[src/rtl/dring_pkg.sv]
package dring_pkg;
  localparam int WORD_W    = 32;
  localparam int DESC_WDS  = 4;
  // word order within one descriptor (arrival order is behaviour)
  localparam int IX_ADDR_LO = 0;
  localparam int IX_ADDR_HI = 1;
  localparam int IX_LEN     = 2;
  localparam int IX_FLAGS   = 3;
  // status word layout
  localparam int ST_WP_LSB  = 0;
  localparam int ST_RP_LSB  = 4;
  localparam int ST_EMPTY   = 8;
  localparam int ST_FULL    = 9;
  localparam int ST_ERR     = 10;
  localparam int CTL_RST    = 0;
  localparam int NOTIFY_BIT = 16;
endpackage

[src/rtl/dring_assembler.sv]
module dring_assembler #(
  parameter int WORDS = 4,
  parameter int W     = 32
) (
  input  logic                       clk,
  input  logic                       rst_n,
  input  logic                       clr,
  input  logic                       fire,
  input  logic [W-1:0]               word,
  output logic                       last,
  output logic [WORDS-1:0][W-1:0]    desc
);
  localparam int CW = (WORDS > 1) ? $clog2(WORDS) : 1;

  logic [CW-1:0] pos;

  assign last = fire && (pos == CW'(WORDS - 1));

  always_ff @(posedge clk) begin
    if (!rst_n || clr)  pos <= '0;
    else if (fire)      pos <= last ? '0 : pos + CW'(1);
  end

  // earlier words are held; the final word is passed straight through
  for (genvar i = 0; i < WORDS - 1; i++) begin : g_hold
    logic [W-1:0] h;
    always_ff @(posedge clk) begin
      if (!rst_n)                           h <= '0;
      else if (fire && pos == CW'(i))       h <= word;
    end
    assign desc[i] = h;
  end
  assign desc[WORDS-1] = word;
endmodule

[src/rtl/dring_ctrl.sv]
module dring_ctrl #(
  parameter int SLOTS = 4,
  localparam int IW   = $clog2(SLOTS),
  localparam int CNTW = $clog2(SLOTS + 1)
) (
  input  logic          clk,
  input  logic          rst_n,
  input  logic          clr,
  input  logic          commit,
  input  logic          pop,
  input  logic          err_clr,
  output logic          accept,
  output logic          pop_fire,
  output logic [IW-1:0] wp,
  output logic [IW-1:0] rp,
  output logic          full,
  output logic          empty,
  output logic          err
);
  logic [CNTW-1:0] cnt;

  function automatic logic [IW-1:0] step(input logic [IW-1:0] v);
    return (v == IW'(SLOTS - 1)) ? '0 : v + IW'(1);
  endfunction

  assign full     = (cnt == CNTW'(SLOTS));
  assign empty    = (cnt == '0);
  assign accept   = commit && !full;
  assign pop_fire = pop && !empty;

  always_ff @(posedge clk) begin
    if (!rst_n || clr) begin
      wp  <= '0;
      rp  <= '0;
      cnt <= '0;
      err <= 1'b0;
    end else begin
      if (accept)   wp <= step(wp);
      if (pop_fire) rp <= step(rp);
      case ({accept, pop_fire})
        2'b10:   cnt <= cnt + CNTW'(1);
        2'b01:   cnt <= cnt - CNTW'(1);
        default: cnt <= cnt;
      endcase
      if (commit && full) err <= 1'b1;
      else if (err_clr)   err <= 1'b0;
    end
  end
endmodule

[src/rtl/dring_slots.sv]
module dring_slots #(
  parameter int SLOTS = 4,
  parameter int DW    = 128,
  localparam int IW   = $clog2(SLOTS)
) (
  input  logic          clk,
  input  logic          rst_n,
  input  logic          we,
  input  logic [IW-1:0] waddr,
  input  logic [DW-1:0] wdata,
  input  logic [IW-1:0] raddr,
  output logic [DW-1:0] rdata
);
  logic [DW-1:0] cells [SLOTS];

  for (genvar i = 0; i < SLOTS; i++) begin : g_slot
    logic [DW-1:0] s;
    always_ff @(posedge clk) begin
      if (!rst_n)                          s <= '0;
      else if (we && waddr == IW'(i))      s <= wdata;
    end
    assign cells[i] = s;
  end

  assign rdata = cells[raddr];
endmodule

[src/rtl/period_desc_queue.sv]
module period_desc_queue
  import dring_pkg::*;
#(
  parameter int SLOTS = 4,
  localparam int IW   = $clog2(SLOTS),
  localparam int DW   = DESC_WDS * WORD_W
) (
  input  logic                clk,
  input  logic                rst_n,
  input  logic                ctl_we,
  input  logic [WORD_W-1:0]   ctl_wdata,
  input  logic                sts_we,
  input  logic [WORD_W-1:0]   sts_wdata,
  output logic [WORD_W-1:0]   ring_status,
  input  logic                wr_valid,
  output logic                wr_ready,
  input  logic [WORD_W-1:0]   wr_word,
  output logic                out_valid,
  input  logic                out_ready,
  output logic [2*WORD_W-1:0] out_addr,
  output logic [WORD_W-1:0]   out_len,
  output logic [WORD_W-1:0]   out_flags,
  output logic                out_notify
);
  logic ring_rst;
  always_ff @(posedge clk) begin
    if (!rst_n)       ring_rst <= 1'b0;
    else if (ctl_we)  ring_rst <= ctl_wdata[CTL_RST];
  end

  logic in_fire, fire_last;
  logic [DESC_WDS-1:0][WORD_W-1:0] asm_desc;
  assign wr_ready = !ring_rst;
  assign in_fire  = wr_valid && wr_ready;

  dring_assembler #(.WORDS(DESC_WDS), .W(WORD_W)) u_asm (
    .clk(clk), .rst_n(rst_n), .clr(ring_rst), .fire(in_fire),
    .word(wr_word), .last(fire_last), .desc(asm_desc)
  );

  logic          accept, pop_fire, full, empty, err;
  logic [IW-1:0] wp, rp;

  dring_ctrl #(.SLOTS(SLOTS)) u_ctrl (
    .clk(clk), .rst_n(rst_n), .clr(ring_rst), .commit(fire_last),
    .pop(out_ready), .err_clr(sts_we && sts_wdata[ST_ERR]),
    .accept(accept), .pop_fire(pop_fire), .wp(wp), .rp(rp),
    .full(full), .empty(empty), .err(err)
  );

  logic [DW-1:0] head;
  logic [DESC_WDS-1:0][WORD_W-1:0] head_w;

  dring_slots #(.SLOTS(SLOTS), .DW(DW)) u_slots (
    .clk(clk), .rst_n(rst_n), .we(accept), .waddr(wp),
    .wdata(asm_desc), .raddr(rp), .rdata(head)
  );

  assign head_w     = head;
  assign out_valid  = !empty;
  assign out_addr   = {head_w[IX_ADDR_HI], head_w[IX_ADDR_LO]};
  assign out_len    = head_w[IX_LEN];
  assign out_flags  = head_w[IX_FLAGS];
  assign out_notify = head_w[IX_FLAGS][NOTIFY_BIT];

  always_comb begin
    ring_status                  = '0;
    ring_status[ST_WP_LSB +: IW] = wp;
    ring_status[ST_RP_LSB +: IW] = rp;
    ring_status[ST_EMPTY]        = empty;
    ring_status[ST_FULL]         = full;
    ring_status[ST_ERR]          = err;
  end
endmodule

[config.mk]
export PLATFORM = sky130hd
export DESIGN_NAME = period_desc_queue
export DESIGN_NICKNAME = d
export VERILOG_FILES = /design/src/rtl/dring_pkg.sv /design/src/rtl/dring_assembler.sv /design/src/rtl/dring_ctrl.sv /design/src/rtl/dring_slots.sv /design/src/rtl/period_desc_queue.sv
export SDC_FILE = /design/constraint.sdc
export NUM_CORES = 1
export LEC_CHECK = 0
export BUFFER_PORTS_ARGS = -buffer_cell sky130_fd_sc_hd__buf_2
export CAP_MARGIN = 15
export CORE_ASPECT_RATIO = 0.6
export CORE_MARGIN = 2
export CORE_UTILIZATION = 35
export DETAILED_ROUTE_END_ITERATION = 8
export MAX_ROUTING_LAYER = met4
export PLACE_DENSITY = 0.6
export SKIP_CTS_REPAIR_TIMING = 1
export SYNTH_ARGS = -nofsm -noshare
export SYNTH_HDL_FRONTEND = slang
export SYNTH_HIERARCHICAL = 1
export SYNTH_SLANG_ARGS = --single-unit
[constraint.sdc]
create_clock -name clk -period 6.1 [get_ports clk]
set_input_delay 1.22 -clock clk [delete_from_list [all_inputs] [get_ports clk]]
set_output_delay 1.22 -clock clk [all_outputs]
set_load 0.005 [all_outputs]
* Word-level counts from Yosys, hierarchy flattened
Index checks and enable logic that the tools add are counted.
** Storage, ports and cells
- Output and inout port bits :: 163
- Memories kept :: 0
- Bits in writable memories :: 0
- Latch bits :: 0
- ROM bits :: 0
- Bits in registers :: 619
** Operators by class
- Eq/ne operators :: 10
- Magnitude comparators :: 1
- Multiply operators :: 0
- Divide/modulo/power cells :: 0
- Reductions and logical operators :: 23
- Muxes and demuxes :: 9
- Bitwise operators :: 1
- Shift-type cells :: 0
- $add $sub $neg :: 5
** Operators by type and width (number)
- $bmux 128 s2 :: 1
- $mux 128 :: 2
- $logic_and 1x1->1 :: 13
- $eq 2x2->1 const B :: 6
- $add 2x1->2 const B :: 3
- $eq 2x1->1 const B :: 3
- $mux 2 :: 3
- $pmux 3 s2 :: 1
- $logic_not 1->1 :: 4
- $logic_not 2->1 :: 2
- $reduce_bool 2->1 :: 2
- $add 3x1->3 const B :: 1
- $eq 3x3->1 const B :: 1
- $ge 3x3->1 const B :: 1
- $logic_not 3->1 :: 1
- $not 2->3 :: 1
- $sub 3x1->3 const B :: 1
- $mux 1 :: 2
- $logic_or 1x1->1 :: 1

* Logic depth before layout (Yosys ltp)
- Depth after elaboration :: 6
- Mapped depth :: 12

* Modules after synthesis
The synthesis kept the hierarchy.
** By module, submodules not included
- dring_slots :: area an instance 21873.5 µm², cells each 1951, sequential area each 10249.8 µm², times used 1
- dring_assembler :: area an instance 4506.8 µm², cells each 485, sequential area each 1961.9 µm², times used 1
- dring_ctrl :: area an instance 407.9 µm², cells each 48, sequential area each 160.2 µm², times used 1
- period_desc_queue :: area an instance 277.8 µm², cells each 37, sequential area each 20.0 µm², times used 1

* Worst setup path after synthesis
No wires, ideal clock.
- Kind :: input port to flip-flop
- From :: input wr_valid
- To :: register u_ctrl.cnt[2]
- Stages :: 12
- Arrival time :: 3.182 ns
- Path slack :: 2.847 ns
- Path buffers :: 3
- Cell sequence :: nor2b_1 buf_4 buf_2 buf_2 and2_1 nand2_1 ha_1 inv_1 fa_1 xor2_1 or3_1 a21oi_1
** Between the ends
- Cells in the longest elaborated chain, start to end :: 5
** Ends and longest elaborated chain
- from (decl) :: RTL line period_desc_queue.sv:15 : input logic wr_valid,
- $logic_and 1x1->1 * :: RTL line period_desc_queue.sv:34 : assign in_fire = wr_valid && wr_ready;
- $logic_and 1x1->1 * :: RTL line dring_assembler.sv:17 : assign last = fire && (pos == CW'(WORDS - 1));
- named net fire_last :: RTL line period_desc_queue.sv:31 : logic in_fire, fire_last;
- $logic_and 1x1->1 * :: RTL line dring_ctrl.sv:28 : assign accept = commit && !full;
- $eq 2x1->1 / $eq 2x2->1 (equally long branches) :: RTL line dring_ctrl.sv:40 : case ({accept, pop_fire})
- $pmux 3 s2 / $reduce_bool 2->1 (equally long branches)
- to (signal assigned) :: RTL line dring_ctrl.sv:41 : 2'b10: cnt <= cnt + CNTW'(1);
- to (signal assigned) :: RTL line dring_ctrl.sv:42 : 2'b01: cnt <= cnt - CNTW'(1);
- to (signal assigned) :: RTL line dring_ctrl.sv:43 : default: cnt <= cnt;
- to (decl) :: RTL line dring_ctrl.sv:20 : logic [CNTW-1:0] cnt;
The timed path passes the listed nets; every way through them passes the cells marked *.
A chain may end at the register's enable or synchronous reset.

* Final worst setup path
- From :: register u_ctrl.rp[1]
- To :: output out_flags[28]
** Between the ends
- Cells in the longest elaborated chain, start to end :: 4
** Ends and longest elaborated chain
- from (decl) :: RTL line dring_ctrl.sv:15 : output logic [IW-1:0] rp,
- from (signal assigned) :: RTL line dring_ctrl.sv:39 : if (pop_fire) rp <= step(rp);
- $not 2->3 (implied by the code) :: RTL line dring_slots.sv:25 : assign rdata = cells[raddr];
- $bmux 128 s2 :: RTL line dring_slots.sv:25
- $mux 128 (implied by the code) (2 in series) :: RTL line dring_slots.sv:25
- to (decl) :: RTL line period_desc_queue.sv:22 : output logic [WORD_W-1:0] out_flags,
No other way between the ends. The select of a mux whose other input is x is not followed.

==> qor.csv <==
stage,metric,value,unit
status,outcome,"complete, no violations",
finish,Nets,2647,
timing,min cycle time layout,4.06,ns
placement,gpl congestion,0.740,
synthesis,largest family of logic cells by synthesized area,multiplexers,
floorplan,die width,363,µm
timing,worst slew pin tran,1.02,ns
synthesis,synthesized cell area,27100,µm²
synthesis,Synth top area share,45.8,%
worst_hold_path,worst min-delay path category,flop to flop,
synthesis,post-synthesis mux area share,30.3,%
floorplan,Starting Density,35.6,%
drt,Initial DRT Pass Iterations,5,
synthesis,Syn Area/Cell,10.7,µm²
clock_tree,Root Buffer Master,clkbuf_16,
clock_tree,CTS H-tree lvls,2,
finish,layout overhead on the synthesized area,10.7,%
synthesis,top cell type by total area after synthesis,dfxtp_1,
synthesis,Post-Synth Simple-Gate Area,11.3,%
finish,Sequential Area,12400,µm²
drt,DR vias,18400,
power_and_ir_drop,power density cells,274,nW/µm²
setup_path,crit path launch type,flop,
grt,number of global-route vias before repair,19100,
grt,first-pass GRT wire length,112000,µm
setup_path,CP Data Required Time,4.88,ns
timing,Post-Route Skew,0.0273,ns
finish,Multi-input gate area,13000,µm²
grt,GRT overflow,0,
timing,final count of negative-setup-slack endpoints,0,
clock_tree,Num CTS Buffers,57,
timing,"Slew Viols, Final",0,
timing,Slew HR,31.8,%
synthesis,"Top FF cell, synth",dfxtp_1,
drt,DR vias/cell,5.13,
placement,Port Buffers,177,
drt,ANT nets after route,0,
clock_tree,TritonCTS clock tree,built,
drt,DRT Wirelength,74100,µm
finish,fill count,7248,
synthesis,Synth Area in Compound Gates,5.54,%
setup_path,critical path peak fanout,63,
timing,Max Clk Rate,246,MHz
floorplan,Die Y,219,µm
timing,unrepaired setup endpoints after global routing,no,
clock_tree,clock latency on the worst-skew pair,0.63,ns
synthesis,synth unique cells,33,
synthesis,ys async rst share,0,%
setup_path,arrival time of the worst setup path,2.84,ns
clock_tree,Sink Count,619,
floorplan,Core Box Area,76000,µm²
synthesis,adder-cell share of the synthesized area,0.398,%
floorplan,count of standard-cell rows,78,
power_and_ir_drop,static leakage,13.3,nW
synthesis,warning count from the yosys run,6,
timing,crit share post-route,66.6,%
setup_path,crit end category,output port,
timing,setup_tns,0,ns
finish,share of cells above drive strength 1,18.8,%
synthesis,Synth Instances,2521,
grt,Tot GR Track Use,18.9,%
synthesis,xor-xnor portion of the synthesized cell area,0.0647,%
drt,wire per inst,20.6,µm
clock_tree,Clock transition at path regs,0.07,ns
floorplan,Die ar.,79600,µm²
placement,DPL Wire Length,46500,µm
synthesis,Area contributors post-synth,"dfxtp_1 (46%), mux2i_1 (19%), nand2_1 (8.9%)",
synthesis,sequential area share after synthesis,45.8,%
grt,pin count of the biggest net entering global routing,196,
floorplan,I/O pins,265,
setup_path,Setup CP Type,flop to output port,
drt,# DRC,0,
drt,1st-iter DRT viols,1307,
synthesis,Post-synth EDFFs,0,
power_and_ir_drop,peak supply drop,233,µV
job,max cap viols,0,
grt,antenna violations before repair,12,
finish,"Core Util, Final",39.4,%
timing,endpoints failing hold,0,
clock_tree,Max clock buf depth,3,
synthesis,Yosys reg bits,619,
==> report_power, final <==
| part | internal, W | leakage (nW) | switching, W |
|---|---|---|---|
| registers | 0.00407 | 4.99 | 0.0000148 |
| clock network | 0.00217 | 0.965 | 0.00163 |
| logic | 0.0000764 | 7.36 | 0.000249 |
==> cells in the mapped netlist, types with 2 or more instances <==
cell      count
o21ai_0       3
nand2_1     642
mux4_2       82
dfxtp_1     619
nor2_1        6
buf_4        99
xor2_1        2
ha_1          7
or3_1         2
nor2b_1       3
mux4_1       46
inv_1        10
nand3b_1      2
clkbuf_1     29
buf_2       102
and2_1        2
nand2b_1      3
mux2i_1     515
nand3_1      98
buf_6        31
a21bo_2      96
a21oi_1     103
buf_1         9
==> path summary, 6_finish.rpt <==
| path | to | from | slack [ns] | cells past startpoint |
|---|---|---|---|---|
| setup / recovery | out_flags[28] | u_ctrl/rp[1] | 2.04 | 3 |
| hold / removal | u_slots/g_slot[3].s[8] | u_slots/g_slot[3].s[8] | 0.46 | 2 |
| setup reg to reg | u_slots/g_slot[0].s[93] | u_asm/pos[0] | 3.29 | 8 |
| hold reg to reg | u_slots/g_slot[3].s[8] | u_slots/g_slot[3].s[8] | 0.46 | 2 |
==> cells in the final DEF, fill, tap and decap left out, types with 13 or more instances in the layout <==
cell type / instances
a21bo_2: 96
a21oi_1: 103
buf_12: 13
buf_2: 176
clkbuf_16: 58
conb_1: 25
dfxtp_1: 617
mux2i_1: 515
mux4_1: 46
mux4_2: 82
nand2_1: 642
nand3_1: 97
==> cell type report <==
class,count,share of cell area (%)
antenna,9,0.0751
sequential,619,41.4
inverter,12,0.159
clock inverter,25,1.14
clock buffer,80,5.45
multi-input combinational,1644,43.4
timing repair buffer,203,4.21
tap,1000,4.17
==> through the flow <==
stage | hold WS [ns] | total power [W] | setup WS [ns] | std cells | cell area [µm²]
after floorplan | 0.430 | 0.00441 | 2.85 | 2545 | 27200
after global placement | 0.437 | 0.00449 | 2.35 | 3477 | 28000
after detailed placement | 0.448 | 0.00450 | 2.57 | 3478 | 28000
after CTS | 0.457 | 0.00830 | 1.95 | 3583 | 30000
after global routing | 0.469 | 0.00850 | 1.92 | 3588 | 30000
final | 0.456 | 0.00821 | 2.04 | 3592 | 30000
==> kinds of logic after synthesis <==
group           count (synthesis)
other cells                     1
flops                         619
simple gates                  763
xor+xnor                        2
compound gates                203
fa+ha+maj                       8
mux                           643
buf+inv                       282
==> state kept, by name, indices dropped and copies added (netlist names) <==
signal	cells
u_ctrl/cnt	3
ring_rst	1
u_ctrl/wp	2
u_asm/g_hold.h	96
u_slots/g_slot.s	512
u_ctrl/rp	2
u_ctrl/err	1
u_asm/pos	2
==> layer usage <==
layer,GRT usage (%),vias up,wire length (µm)
met5,-,-,0
met4,5.13,0,1640
met3,3.58,99,5160
met2,29.6,446,34000
met1,24.9,9182,33300
li1,-,8701,-
==> worst max-delay path: stages, from the launching register on <==
cell	delay, ns
dfxtp_4	0.88
buf_12	0.49
mux4_2	0.62
buf_2	0.16
No activity file was read; power rests on OpenSTA's default activity.
